===== src/rtl/sdcf_pkg.sv =====
package sdcf_pkg;
   typedef enum logic [2:0] {
      OP_MRS = 3'b000,
      OP_REF = 3'b001,
      OP_PRE = 3'b010,
      OP_ACT = 3'b011,
      OP_WR  = 3'b100,
      OP_RD  = 3'b101,
      OP_BST = 3'b110,
      OP_NOP = 3'b111
   } op_e;
endpackage


===== src/rtl/sdcf_decode.sv =====
module sdcf_decode
   import sdcf_pkg::*;
#(
   parameter int BANK_W = 2
) (
   input  logic              cs_n,
   input  logic              ras_n,
   input  logic              cas_n,
   input  logic              we_n,
   input  logic              edge_ok,
   input  logic [BANK_W-1:0] bsel,
   output op_e               op,
   output logic              take,
   output logic [BANK_W-1:0] bank
);
   // command triple straight from the strobe lines
   assign op   = op_e'({ras_n, cas_n, we_n});
   assign take = edge_ok && !cs_n;

   // first select pin is the most significant bank bit
   for (genvar i = 0; i < BANK_W; i++) begin : g_rev
      assign bank[BANK_W-1-i] = bsel[i];
   end
endmodule


===== src/rtl/sdcf_bank.sv =====
module sdcf_bank #(
   parameter int ROW_W = 13
) (
   input  logic             clk,
   input  logic             rst_n,
   input  logic             act_en,
   input  logic             pre_en,
   input  logic [ROW_W-1:0] row_in,
   output logic             open_q,
   output logic [ROW_W-1:0] row_q
);
   always_ff @(posedge clk) begin
      if (!rst_n) begin
         open_q <= 1'b0;
         row_q  <= '0;
      end else if (pre_en) begin
         open_q <= 1'b0;
      end else if (act_en) begin
         open_q <= 1'b1;
         row_q  <= row_in;
      end
   end

   // an open row is never overwritten while the bank stays open
   a_r6_row_held: assert property (@(posedge clk) disable iff (!rst_n)
      (open_q && !pre_en) |=> (open_q && row_q == $past(row_q)));

   // an activate leaves the bank open with the requested row
   a_r3_act_latch: assert property (@(posedge clk) disable iff (!rst_n)
      (act_en && !pre_en) |=> (open_q && row_q == $past(row_in)));
endmodule


===== src/rtl/sdram_cmd_front.sv =====
module sdram_cmd_front
   import sdcf_pkg::*;
#(
   parameter int BANK_W   = 2,
   parameter int ADDR_W   = 13,
   parameter int ROW_W    = 13,
   parameter int COL_W    = 10,
   parameter int PALL_BIT = 10
) (
   input  logic                          clk,
   input  logic                          rst_n,
   input  logic                          cke,
   input  logic                          cs_n,
   input  logic                          ras_n,
   input  logic                          cas_n,
   input  logic                          we_n,
   input  logic [BANK_W-1:0]             bsel,
   input  logic [ADDR_W-1:0]             addr,
   output logic                          cmd_stb,
   output logic [2:0]                    cmd_code,
   output logic [BANK_W-1:0]             cmd_bank,
   output logic [ADDR_W-1:0]             cmd_addr,
   output logic                          err_stb,
   output logic [(1<<BANK_W)-1:0]        bank_open,
   output logic [(1<<BANK_W)*ROW_W-1:0]  bank_row
);
   localparam int NBANK = 1 << BANK_W;

   if (ROW_W > ADDR_W)    begin : g_bad_row $error("ROW_W exceeds ADDR_W"); end
   if (COL_W > ADDR_W)    begin : g_bad_col $error("COL_W exceeds ADDR_W"); end
   if (PALL_BIT >= ADDR_W) begin : g_bad_pa $error("PALL_BIT out of range"); end
   if (PALL_BIT < COL_W)  begin : g_bad_ov $error("PALL_BIT overlaps column"); end

   // clock enable qualifies the following edge
   logic cke_q;
   always_ff @(posedge clk) begin
      if (!rst_n) cke_q <= 1'b1;
      else        cke_q <= cke;
   end

   op_e               op;
   logic              take;
   logic [BANK_W-1:0] bank;

   sdcf_decode #(.BANK_W(BANK_W)) u_dec (
      .cs_n(cs_n), .ras_n(ras_n), .cas_n(cas_n), .we_n(we_n),
      .edge_ok(cke_q), .bsel(bsel), .op(op), .take(take), .bank(bank)
   );

   logic [NBANK-1:0] open_vec;
   logic             hit;
   logic             is_act, is_rw, is_pre, is_misc;
   logic             act_ok, rw_ok, bad, pre_all, pre_one, stb_d;

   assign hit     = open_vec[bank];
   assign is_act  = take && (op == OP_ACT);
   assign is_rw   = take && (op == OP_RD || op == OP_WR);
   assign is_pre  = take && (op == OP_PRE);
   assign is_misc = take && (op == OP_REF || op == OP_MRS);
   assign act_ok  = is_act && !hit;
   assign rw_ok   = is_rw && hit;
   assign bad     = (is_act && hit) || (is_rw && !hit);
   assign pre_all = is_pre && addr[PALL_BIT];
   assign pre_one = is_pre && !addr[PALL_BIT];
   assign stb_d   = act_ok || rw_ok || is_pre || is_misc;

   for (genvar b = 0; b < NBANK; b++) begin : g_bank
      logic sel_b;
      assign sel_b = (bank == BANK_W'(b));
      sdcf_bank #(.ROW_W(ROW_W)) u_bank (
         .clk(clk), .rst_n(rst_n),
         .act_en(act_ok && sel_b),
         .pre_en(pre_all || (pre_one && sel_b)),
         .row_in(addr[ROW_W-1:0]),
         .open_q(open_vec[b]),
         .row_q(bank_row[b*ROW_W +: ROW_W])
      );
   end
   assign bank_open = open_vec;

   // operand: row for activate, column for access, raw otherwise
   logic [ADDR_W-1:0] opnd;
   always_comb begin
      opnd = addr;
      if (op == OP_ACT) begin
         opnd = '0;
         opnd[ROW_W-1:0] = addr[ROW_W-1:0];
      end else if (op == OP_RD || op == OP_WR) begin
         opnd = '0;
         opnd[COL_W-1:0] = addr[COL_W-1:0];
      end
   end

   always_ff @(posedge clk) begin
      if (!rst_n) begin
         cmd_stb  <= 1'b0;
         err_stb  <= 1'b0;
         cmd_code <= 3'b111;
         cmd_bank <= '0;
         cmd_addr <= '0;
      end else begin
         cmd_stb <= stb_d;
         err_stb <= bad;
         if (stb_d) begin
            cmd_code <= op;
            cmd_bank <= bank;
            cmd_addr <= opnd;
         end
      end
   end

   // strobe and error never coincide
   a_r5_excl: assert property (@(posedge clk) disable iff (!rst_n)
      !(cmd_stb && err_stb));

   // an edge disqualified by clock enable yields nothing
   a_r10_dead_edge: assert property (@(posedge clk) disable iff (!rst_n)
      !cke_q |=> (!cmd_stb && !err_stb));

   // precharge-all leaves every bank closed
   a_r8_all_closed: assert property (@(posedge clk) disable iff (!rst_n)
      pre_all |=> (bank_open == '0));

   // deselected edges leave bank flags alone
   a_r2_deselect: assert property (@(posedge clk) disable iff (!rst_n)
      cs_n |=> (!cmd_stb && !err_stb && $stable(bank_open)));

   // a strobed activate always shows its bank open
   a_r3_act_open: assert property (@(posedge clk) disable iff (!rst_n)
      (cmd_stb && cmd_code == 3'b011) |-> bank_open[cmd_bank]);
endmodule


===== config.mk =====
export PLATFORM = sky130hd
export DESIGN_NAME = sdram_cmd_front
export DESIGN_NICKNAME = d
export VERILOG_FILES = /design/src/rtl/sdcf_pkg.sv /design/src/rtl/sdcf_decode.sv /design/src/rtl/sdcf_bank.sv /design/src/rtl/sdram_cmd_front.sv
export SDC_FILE = /design/constraint.sdc
export NUM_CORES = 1
export LEC_CHECK = 0
export BUFFER_PORTS_ARGS = -buffer_cell sky130_fd_sc_hd__buf_4
export CAP_MARGIN = 0
export CORE_ASPECT_RATIO = 1.75
export CORE_UTILIZATION = 50
export CTS_BUF_LIST = sky130_fd_sc_hd__clkbuf_4 sky130_fd_sc_hd__clkbuf_8
export DETAILED_ROUTE_END_ITERATION = 10
export GPL_ROUTABILITY_DRIVEN = 0
export PLACE_DENSITY = 0.79
export SYNTH_ARGS = -nofsm -noshare
export SYNTH_HDL_FRONTEND = slang
export SYNTH_SLANG_ARGS = --single-unit

===== constraint.sdc =====
create_clock -name clk -period 1.9 [get_ports clk]
set_input_delay 0.285 -clock clk [delete_from_list [all_inputs] [get_ports clk]]
set_output_delay 0.285 -clock clk [all_outputs]
set_load 0.02 [all_outputs]

==> flow_results.xml, run 1 <==
<?xml version="1.0" encoding="UTF-8"?>
<metrics>
  <group name="critical_path">
    <metric name="regToRegSetupSlack" unit="ns">0.23</metric>
    <metric name="rr_worst_depth" unit="">5</metric>
    <metric name="critical_path_cell_list" unit="">mux4_2, nand2_1, a22o_1, buf_4, mux2i_1</metric>
    <metric name="endpoint_type_of_the_worst_setup_path" unit="">flop</metric>
    <metric name="setup.worst_path.start_class" unit="">flop</metric>
    <metric name="timing.critical_path.slowest_cell_delay" unit="ns">0.49</metric>
    <metric name="cp-startpoint" unit="">g_bank[0].u_bank.open_q</metric>
    <metric name="critical_path.endpoint" unit="">cmd_addr[7]</metric>
    <metric name="worst-endpoint-arrival" unit="ns">1.95</metric>
    <metric name="critPathRequiredTime" unit="ns">2.17</metric>
    <metric name="worst_path_max_delay_cell" unit="">sky130_fd_sc_hd__mux4_2</metric>
    <metric name="path_max_fanout" unit="">5</metric>
    <metric name="critPathKind" unit="">reg -&gt; reg</metric>
    <metric name="timing.rr.start" unit="">g_bank[0].u_bank.open_q</metric>
    <metric name="timing.rr.end" unit="">cmd_addr[7]</metric>
  </group>
  <group name="synthesis">
    <metric name="synthMostInstantiatedCell" unit="">sky130_fd_sc_hd__dfxtp_1</metric>
    <metric name="synthCells" unit="">298</metric>
    <metric name="synth_top_cells_by_area" unit="">sky130_fd_sc_hd__dfxtp_1 (50%), sky130_fd_sc_hd__mux2i_1 (21%), sky130_fd_sc_hd__nor2b_1 (11%)</metric>
    <metric name="postSynthAreaPerCell" unit="sq um">10.37</metric>
    <metric name="proportion_of_register_bits_with_asynchronous_set_or_reset_after_synthesis" unit="">0</metric>
    <metric name="yosys_warning_count" unit="">0</metric>
    <metric name="synth_cell_types" unit="">29</metric>
    <metric name="synth_edf_count" unit="">0</metric>
    <metric name="synth_top_cells_by_count" unit="">sky130_fd_sc_hd__dfxtp_1 (77), sky130_fd_sc_hd__mux2i_1 (65), sky130_fd_sc_hd__nor2b_1 (54)</metric>
    <metric name="yosysTopAreaCellShare" unit="">0.4990</metric>
    <metric name="postSynth.topFlopCell" unit="">sky130_fd_sc_hd__dfxtp_1</metric>
    <metric name="synth-seq-area-share" unit="">0.4990</metric>
    <metric name="yosys.area.top_type" unit="">sky130_fd_sc_hd__dfxtp_1</metric>
    <metric name="yosys_register_bits" unit="">77</metric>
    <metric name="mapped_nets" unit="">320</metric>
    <metric name="synthesis.area" unit="sq um">3089</metric>
  </group>
  <group name="flow_run">
    <metric name="number_of_maximum_capacitance_constraint_violations" unit="">0</metric>
  </group>
  <group name="detailed_routing">
    <metric name="drt_wl_total" unit="mm">7.039</metric>
    <metric name="route.detailed.wl_per_inst" unit="microns">14.76</metric>
    <metric name="vias" unit="">2360</metric>
    <metric name="ant_nets" unit="">0</metric>
    <metric name="drc_violation_count_after_routing" unit="">0</metric>
    <metric name="dr.first_iter.drc_count" unit="">103</metric>
    <metric name="via_per_inst" unit="">4.948</metric>
    <metric name="first_pass_iters" unit="">4</metric>
  </group>
  <group name="place">
    <metric name="io_buffers" unit="">97</metric>
    <metric name="placed_area" unit="sq um">3882</metric>
    <metric name="hpwlAfterDp" unit="mm">5.049</metric>
  </group>
  <group name="layout">
    <metric name="synthToLayoutAreaGrowth" unit="%">32.32</metric>
    <metric name="finalInstanceArea" unit="sq um">4088</metric>
    <metric name="antenna_cells" unit="">0</metric>
    <metric name="fin_nets" unit="">416</metric>
    <metric name="final_core_utilization" unit="">0.6898</metric>
    <metric name="drive_above_1_share" unit="">0.3133</metric>
  </group>
  <group name="clock_network">
    <metric name="number_of_clock_buffers_inserted_by_tritoncts" unit="">9</metric>
    <metric name="cts.reportedPaths.clkPinSlew" unit="ns">0.08</metric>
    <metric name="cts_tree" unit="">done</metric>
    <metric name="clk_latency" unit="ns">0.34</metric>
    <metric name="cts_resized" unit="">0</metric>
    <metric name="h-tree-depth" unit="">3</metric>
    <metric name="cts_root_buffer" unit="">sky130_fd_sc_hd__clkbuf_8</metric>
    <metric name="cts.sinks" unit="">77</metric>
    <metric name="post_cts_setup_buffers" unit="">0</metric>
    <metric name="cts-hold-fix-buffers" unit="">0</metric>
    <metric name="clockBufferDepth" unit="">2</metric>
  </group>
  <group name="floorplanning">
    <metric name="top_level_ports" unit="">98</metric>
    <metric name="die_height" unit="microns">106.0</metric>
    <metric name="fp.coreArea" unit="sq um">5926</metric>
    <metric name="fp.dieArea" unit="sq um">6509</metric>
    <metric name="floorplan.initialDensity" unit="">0.5213</metric>
    <metric name="num_rows" unit="">37</metric>
    <metric name="die_w" unit="microns">61.42</metric>
  </group>
  <group name="sta">
    <metric name="setup_viol" unit="">0</metric>
    <metric name="hold_slack" unit="ns">0.1331</metric>
    <metric name="worst_pin_slew" unit="ns">0.3681</metric>
    <metric name="timing.clock.skew" unit="ns">0.008769</metric>
    <metric name="grt_setup_unrepaired" unit="">no</metric>
    <metric name="period_needed" unit="ns">1.675</metric>
    <metric name="totalNegativeSetupSlack" unit="ns">0</metric>
    <metric name="timing.final.crit_share" unit="">0.8816</metric>
    <metric name="slew-limit-headroom" unit="">0.7546</metric>
    <metric name="fmax" unit="MHz">597.0</metric>
    <metric name="timing.final.hold_violations" unit="">0</metric>
    <metric name="slew_viol_final" unit="">0</metric>
  </group>
  <group name="global_route">
    <metric name="overflow" unit="">0</metric>
    <metric name="grt_start_max_net_pins" unit="">51</metric>
    <metric name="vias_in_the_first_global_route" unit="">2220</metric>
    <metric name="global_route_wire_length_before_repair" unit="mm">11.05</metric>
    <metric name="grtUsageTotal" unit="">0.2328</metric>
    <metric name="antenna_found_initial" unit="">0</metric>
  </group>
  <group name="power">
    <metric name="max-vdd-ir-drop" unit="mV">0.9313</metric>
    <metric name="power.density" unit="nW/um^2">783.0</metric>
    <metric name="leakagePower" unit="nW">2.062</metric>
  </group>
  <group name="min_path">
    <metric name="timing.hold.worst.class" unit="">in -&gt; reg</metric>
  </group>
  <group name="outcome">
    <metric name="status" unit="">completed</metric>
  </group>
</metrics>
-- sequential cells by signal, summed over array words and instances (netlist names) --
signal / count
err_stb: 1
cmd_code: 3
cmd_addr: 13
cmd_bank: 2
g_bank.u_bank.row_q: 52
cmd_stb: 1
cke_q: 1
g_bank.u_bank.open_q: 4
-- critical path: cells and delay by family, from the launching register on --
family / cells / cell delay [ns]
muxes: 2 / 0.70
DFF: 1 / 0.35
buffers and inverters: 1 / 0.20
and+or+nand+nor: 1 / 0.11
AOI/OAI and AO/OA: 1 / 0.25
-- layout by cell type (no fill, tap or decap), types with 2 or more instances in the layout --
| cell | instances |
|---|---|
| sky130_fd_sc_hd__nand2b_1 | 3 |
| sky130_fd_sc_hd__clkbuf_4 | 5 |
| sky130_fd_sc_hd__nand4b_1 | 4 |
| sky130_fd_sc_hd__and2_1 | 3 |
| sky130_fd_sc_hd__inv_1 | 3 |
| sky130_fd_sc_hd__nor2b_1 | 54 |
| sky130_fd_sc_hd__o21ai_0 | 5 |
| sky130_fd_sc_hd__mux2i_1 | 65 |
| sky130_fd_sc_hd__dfxtp_1 | 77 |
| sky130_fd_sc_hd__nand3_1 | 3 |
| sky130_fd_sc_hd__a21boi_0 | 4 |
| sky130_fd_sc_hd__buf_4 | 107 |
| sky130_fd_sc_hd__nor2_1 | 7 |
| sky130_fd_sc_hd__clkbuf_8 | 10 |
| sky130_fd_sc_hd__o211ai_1 | 2 |
| sky130_fd_sc_hd__o2bb2ai_1 | 3 |
| sky130_fd_sc_hd__nand2_1 | 32 |
-- area by class of cell --
cell class / count / area [sq um]
clock buffers: 15 / 175.2
multi-input cells: 195 / 1409
well taps: 78 / 97.59
repair buffers: 108 / 823.3
inverters: 3 / 11.26
fillers: 503 / 1838
clock inverters: 1 / 30.03
flip-flops and latches: 77 / 1541
-- logic make-up (layout without fill, tap and decap cells) --
logic type | after synthesis | after routing | synth area share
buffers and inverters | 26 | 127 | 0.04496
and+or+nand+nor | 111 | 111 | 0.1981
AOI/OAI and AO/OA | 18 | 18 | 0.04010
DFF | 77 | 77 | 0.4990
muxes | 66 | 66 | 0.2179
-- routing by layer --
metal | vias up | track usage | part of all wire
met5 | - | 0 | 0
met4 | 0 | 0.08571 | 0.015
met3 | 10 | 0.06691 | 0.049
met2 | 67 | 0.3766 | 0.51
met1 | 1100 | 0.2860 | 0.43
li1 | 1183 | - | -
-- worst min-delay path by stage --
stage,startpoint,endpoint,slack [ns],cells after the start
after floorplan,cke,cke_q,0.39,1
after global placement,cmd_addr[8],cmd_addr[8],0.45,2
after detailed placement,cmd_addr[8],cmd_addr[8],0.46,2
after CTS,cke,cke_q,0.12,2
after global routing,cke,cke_q,0.16,2
final,cke,cke_q,0.13,2
-- power breakdown --
part | total (W) | switching [W] | leakage [nW] | internal [W]
clock | 0.00127 | 0.000550 | 0.109 | 0.000719
combinational | 0.000273 | 0.000146 | 1.33 | 0.000127
sequential | 0.00166 | 0.0000167 | 0.623 | 0.00164
total | 0.00320 | 0.000713 | 2.06 | 0.00249
-- through the flow --
stage	std cells	setup WS (ns)	power, W
after floorplan	298	0.2922	0.001844
after global placement	461	0.1918	0.001966
after detailed placement	461	0.1572	0.001970
after CTS	477	0.2306	0.003227
after global routing	477	0.1079	0.003329
final	477	0.2250	0.003201
(Power assumes the default switching activity.)
==> run 2, diff against run 1 <==
--- a/config.mk
+++ b/config.mk
@@ -12,7 +12,7 @@
 export CTS_BUF_LIST = sky130_fd_sc_hd__clkbuf_4 sky130_fd_sc_hd__clkbuf_8
 export DETAILED_ROUTE_END_ITERATION = 10
 export GPL_ROUTABILITY_DRIVEN = 0
-export PLACE_DENSITY = 0.79
+export PLACE_DENSITY = 0.78
 export SYNTH_ARGS = -nofsm -noshare
 export SYNTH_HDL_FRONTEND = slang
 export SYNTH_SLANG_ARGS = --single-unit
==> run 2 against run 1 <==
  * Fmax is 1.5% higher
  * First-iteration DRC count up 4.9%
  * Die area unchanged
  * Clock power barely moved
  * Power is 0.57% lower
  * Design area is 0.28% lower
  * Critical endpoint is now cmd_addr[1]
  * Highest routed layer unchanged
==> flow_results.xml, run 2 (synthesis gave the netlist of run 1 again) <==
<?xml version="1.0" encoding="UTF-8"?>
<metrics>
  <group name="outcome">
    <metric name="status" unit="">completed</metric>
  </group>
  <group name="floorplanning">
    <metric name="die_height" unit="microns">106.0</metric>
    <metric name="fp.coreArea" unit="sq um">5926</metric>
    <metric name="top_level_ports" unit="">98</metric>
    <metric name="floorplan.initialDensity" unit="">0.5213</metric>
    <metric name="fp.dieArea" unit="sq um">6509</metric>
    <metric name="num_rows" unit="">37</metric>
    <metric name="die_w" unit="microns">61.42</metric>
  </group>
  <group name="sta">
    <metric name="timing.clock.skew" unit="ns">0.007111</metric>
    <metric name="setup_viol" unit="">0</metric>
    <metric name="grt_setup_unrepaired" unit="">no</metric>
    <metric name="totalNegativeSetupSlack" unit="ns">0</metric>
    <metric name="final_worst_setup_slack" unit="ns">0.2495</metric>
    <metric name="worst_pin_slew" unit="ns">0.3671</metric>
    <metric name="fmax" unit="MHz">605.9</metric>
    <metric name="slew-limit-headroom" unit="">0.7553</metric>
    <metric name="timing.final.crit_share" unit="">0.8687</metric>
    <metric name="timing.final.hold_violations" unit="">0</metric>
    <metric name="slew_viol_final" unit="">0</metric>
    <metric name="period_needed" unit="ns">1.651</metric>
  </group>
  <group name="critical_path">
    <metric name="timing.rr.end" unit="">cmd_addr[1]</metric>
    <metric name="setup.worst_path.start_class" unit="">flop</metric>
    <metric name="critPathKind" unit="">reg -&gt; reg</metric>
    <metric name="rr_worst_depth" unit="">5</metric>
    <metric name="critPathRequiredTime" unit="ns">2.18</metric>
    <metric name="critical_path_buf_inv_count" unit="">1</metric>
    <metric name="worst-endpoint-arrival" unit="ns">1.93</metric>
    <metric name="timing.rr.start" unit="">g_bank[3].u_bank.open_q</metric>
    <metric name="endpoint_type_of_the_worst_setup_path" unit="">flop</metric>
    <metric name="critical_path_cell_list" unit="">mux4_2, nand2_1, a22o_1, buf_12, mux2i_1</metric>
    <metric name="worst_path_dominant_cell_family" unit="">multiplexers</metric>
    <metric name="path_max_fanout" unit="">18</metric>
    <metric name="timing.critical_path.slowest_cell_delay" unit="ns">0.57</metric>
    <metric name="worst_path_max_delay_cell" unit="">sky130_fd_sc_hd__mux4_2</metric>
    <metric name="regToRegSetupSlack" unit="ns">0.25</metric>
  </group>
  <group name="clock_network">
    <metric name="cts.reportedPaths.clkPinSlew" unit="ns">0.08</metric>
    <metric name="cts_root_buffer" unit="">sky130_fd_sc_hd__clkbuf_8</metric>
    <metric name="cts_resized" unit="">0</metric>
    <metric name="cts.sinks" unit="">77</metric>
    <metric name="h-tree-depth" unit="">3</metric>
    <metric name="number_of_clock_buffers_inserted_by_tritoncts" unit="">9</metric>
    <metric name="clockBufferDepth" unit="">2</metric>
    <metric name="post_cts_setup_buffers" unit="">0</metric>
    <metric name="clk_latency" unit="ns">0.35</metric>
    <metric name="cts_tree" unit="">done</metric>
    <metric name="cts-hold-fix-buffers" unit="">0</metric>
  </group>
  <group name="layout">
    <metric name="max_reg_flops" unit="">52</metric>
    <metric name="largest_registers" unit="">g_bank.u_bank.row_q (52), cmd_addr (13), g_bank.u_bank.open_q (4)</metric>
    <metric name="layout_commonest_cell" unit="">sky130_fd_sc_hd__buf_4</metric>
    <metric name="synthToLayoutAreaGrowth" unit="%">31.96</metric>
    <metric name="regMostFlops" unit="">g_bank.u_bank.row_q</metric>
    <metric name="antenna_cells" unit="">0</metric>
    <metric name="final_core_utilization" unit="">0.6879</metric>
    <metric name="top_library_cells_by_usage_in_the_layout_fill_and_taps_aside" unit="">sky130_fd_sc_hd__buf_4 (103), sky130_fd_sc_hd__dfxtp_1 (77), sky130_fd_sc_hd__mux2i_1 (65), sky130_fd_sc_hd__nor2b_1 (54), sky130_fd_sc_hd__nand2_1 (32)</metric>
    <metric name="seq_area" unit="sq um">1541</metric>
    <metric name="drive_above_1_share" unit="">0.3081</metric>
    <metric name="fin_nets" unit="">413</metric>
    <metric name="layout.filler_cells" unit="">490</metric>
    <metric name="multiInputGateArea" unit="sq um">1409</metric>
  </group>
  <group name="detailed_routing">
    <metric name="drc_violation_count_after_routing" unit="">0</metric>
    <metric name="drt_wl_total" unit="mm">7.095</metric>
    <metric name="dr.first_iter.drc_count" unit="">108</metric>
    <metric name="route.detailed.wl_per_inst" unit="microns">14.97</metric>
    <metric name="first_pass_iters" unit="">4</metric>
    <metric name="ant_nets" unit="">0</metric>
    <metric name="via_per_inst" unit="">4.992</metric>
    <metric name="vias" unit="">2366</metric>
  </group>
  <group name="place">
    <metric name="io_buffers" unit="">97</metric>
    <metric name="place_ws" unit="ns">0.1456</metric>
    <metric name="hpwlAfterDp" unit="mm">4.945</metric>
  </group>
  <group name="min_path">
    <metric name="whs_path_depth" unit="">2</metric>
    <metric name="timing.hold.worst.class" unit="">in -&gt; reg</metric>
    <metric name="hp-start" unit="">cke</metric>
    <metric name="timing.hold.worst_endpoint" unit="">cke_q</metric>
  </group>
  <group name="global_route">
    <metric name="grtUsageTotal" unit="">0.2308</metric>
    <metric name="grt_start_max_net_pins" unit="">49</metric>
    <metric name="antenna_found_initial" unit="">0</metric>
    <metric name="overflow" unit="">0</metric>
    <metric name="global_route_wire_length_before_repair" unit="mm">10.98</metric>
    <metric name="vias_in_the_first_global_route" unit="">2260</metric>
  </group>
  <group name="power">
    <metric name="leakagePower" unit="nW">2.039</metric>
    <metric name="max-vdd-ir-drop" unit="mV">0.7021</metric>
    <metric name="power.density" unit="nW/um^2">780.8</metric>
  </group>
  <group name="flow_run">
    <metric name="number_of_maximum_capacitance_constraint_violations" unit="">0</metric>
  </group>
</metrics>
## run 2: cell types whose count changed in the layout (fill, tap and decap cells not counted)
cell	change
sky130_fd_sc_hd__buf_4	-4
sky130_fd_sc_hd__clkinv_2	+1
sky130_fd_sc_hd__clkinvlp_4	+2
sky130_fd_sc_hd__clkbuf_4	-4
sky130_fd_sc_hd__buf_12	+1
sky130_fd_sc_hd__inv_6	+1
## run 2: final cells by class
cell class,instances,share of cell area
repair buffers,105,0.1995
well taps,78,0.02394
clock buffers,11,0.03560
multi-input cells,195,0.3456
flip-flops and latches,77,0.3781
inverters,3,0.002762
clock inverters,5,0.01443
## run 2: metrics by stage
stage / power (W) / hold slack [ns] / instances / area (sq um)
after floorplan: 0.001844 / 0.3865 / 298 / 3089
after global placement: 0.001966 / 0.4423 / 458 / 3872
after detailed placement: 0.001971 / 0.4523 / 458 / 3872
after CTS: 0.003208 / 0.1134 / 474 / 4076
after global routing: 0.003311 / 0.1158 / 474 / 4076
final: 0.003183 / 0.1267 / 474 / 4076
## run 2: report_power, final
part | leakage, nW | internal (W) | switching, W
clock network | 0.0994 | 0.000660 | 0.000591
registers | 0.623 | 0.00164 | 0.0000159
logic | 1.32 | 0.000127 | 0.000148
total | 2.04 | 0.00243 | 0.000755
## run 2: worst max path at each step
| stage | from | end | slack, ns | cells past startpoint |
|---|---|---|---|---|
| after floorplan | g_bank[3].u_bank.open_q | cmd_stb | 0.29 | 5 |
| final | g_bank[3].u_bank.open_q | cmd_addr[1] | 0.25 | 5 |
| after detailed placement | bsel[0] | cmd_addr[1] | 0.15 | 6 |
| after global placement | bsel[0] | cmd_addr[2] | 0.21 | 6 |
| after CTS | g_bank[3].u_bank.open_q | cmd_addr[1] | 0.25 | 5 |
| after global routing | g_bank[3].u_bank.open_q | cmd_addr[0] | 0.15 | 5 |
## run 2: metal layers
metal | vias to the layer above | part of all wire | track usage
met5 | - | 0 | 0
met4 | 0 | 0.016 | 0.08571
met3 | 11 | 0.046 | 0.06448
met2 | 58 | 0.52 | 0.3890
met1 | 1119 | 0.42 | 0.2685
li1 | 1178 | - | -
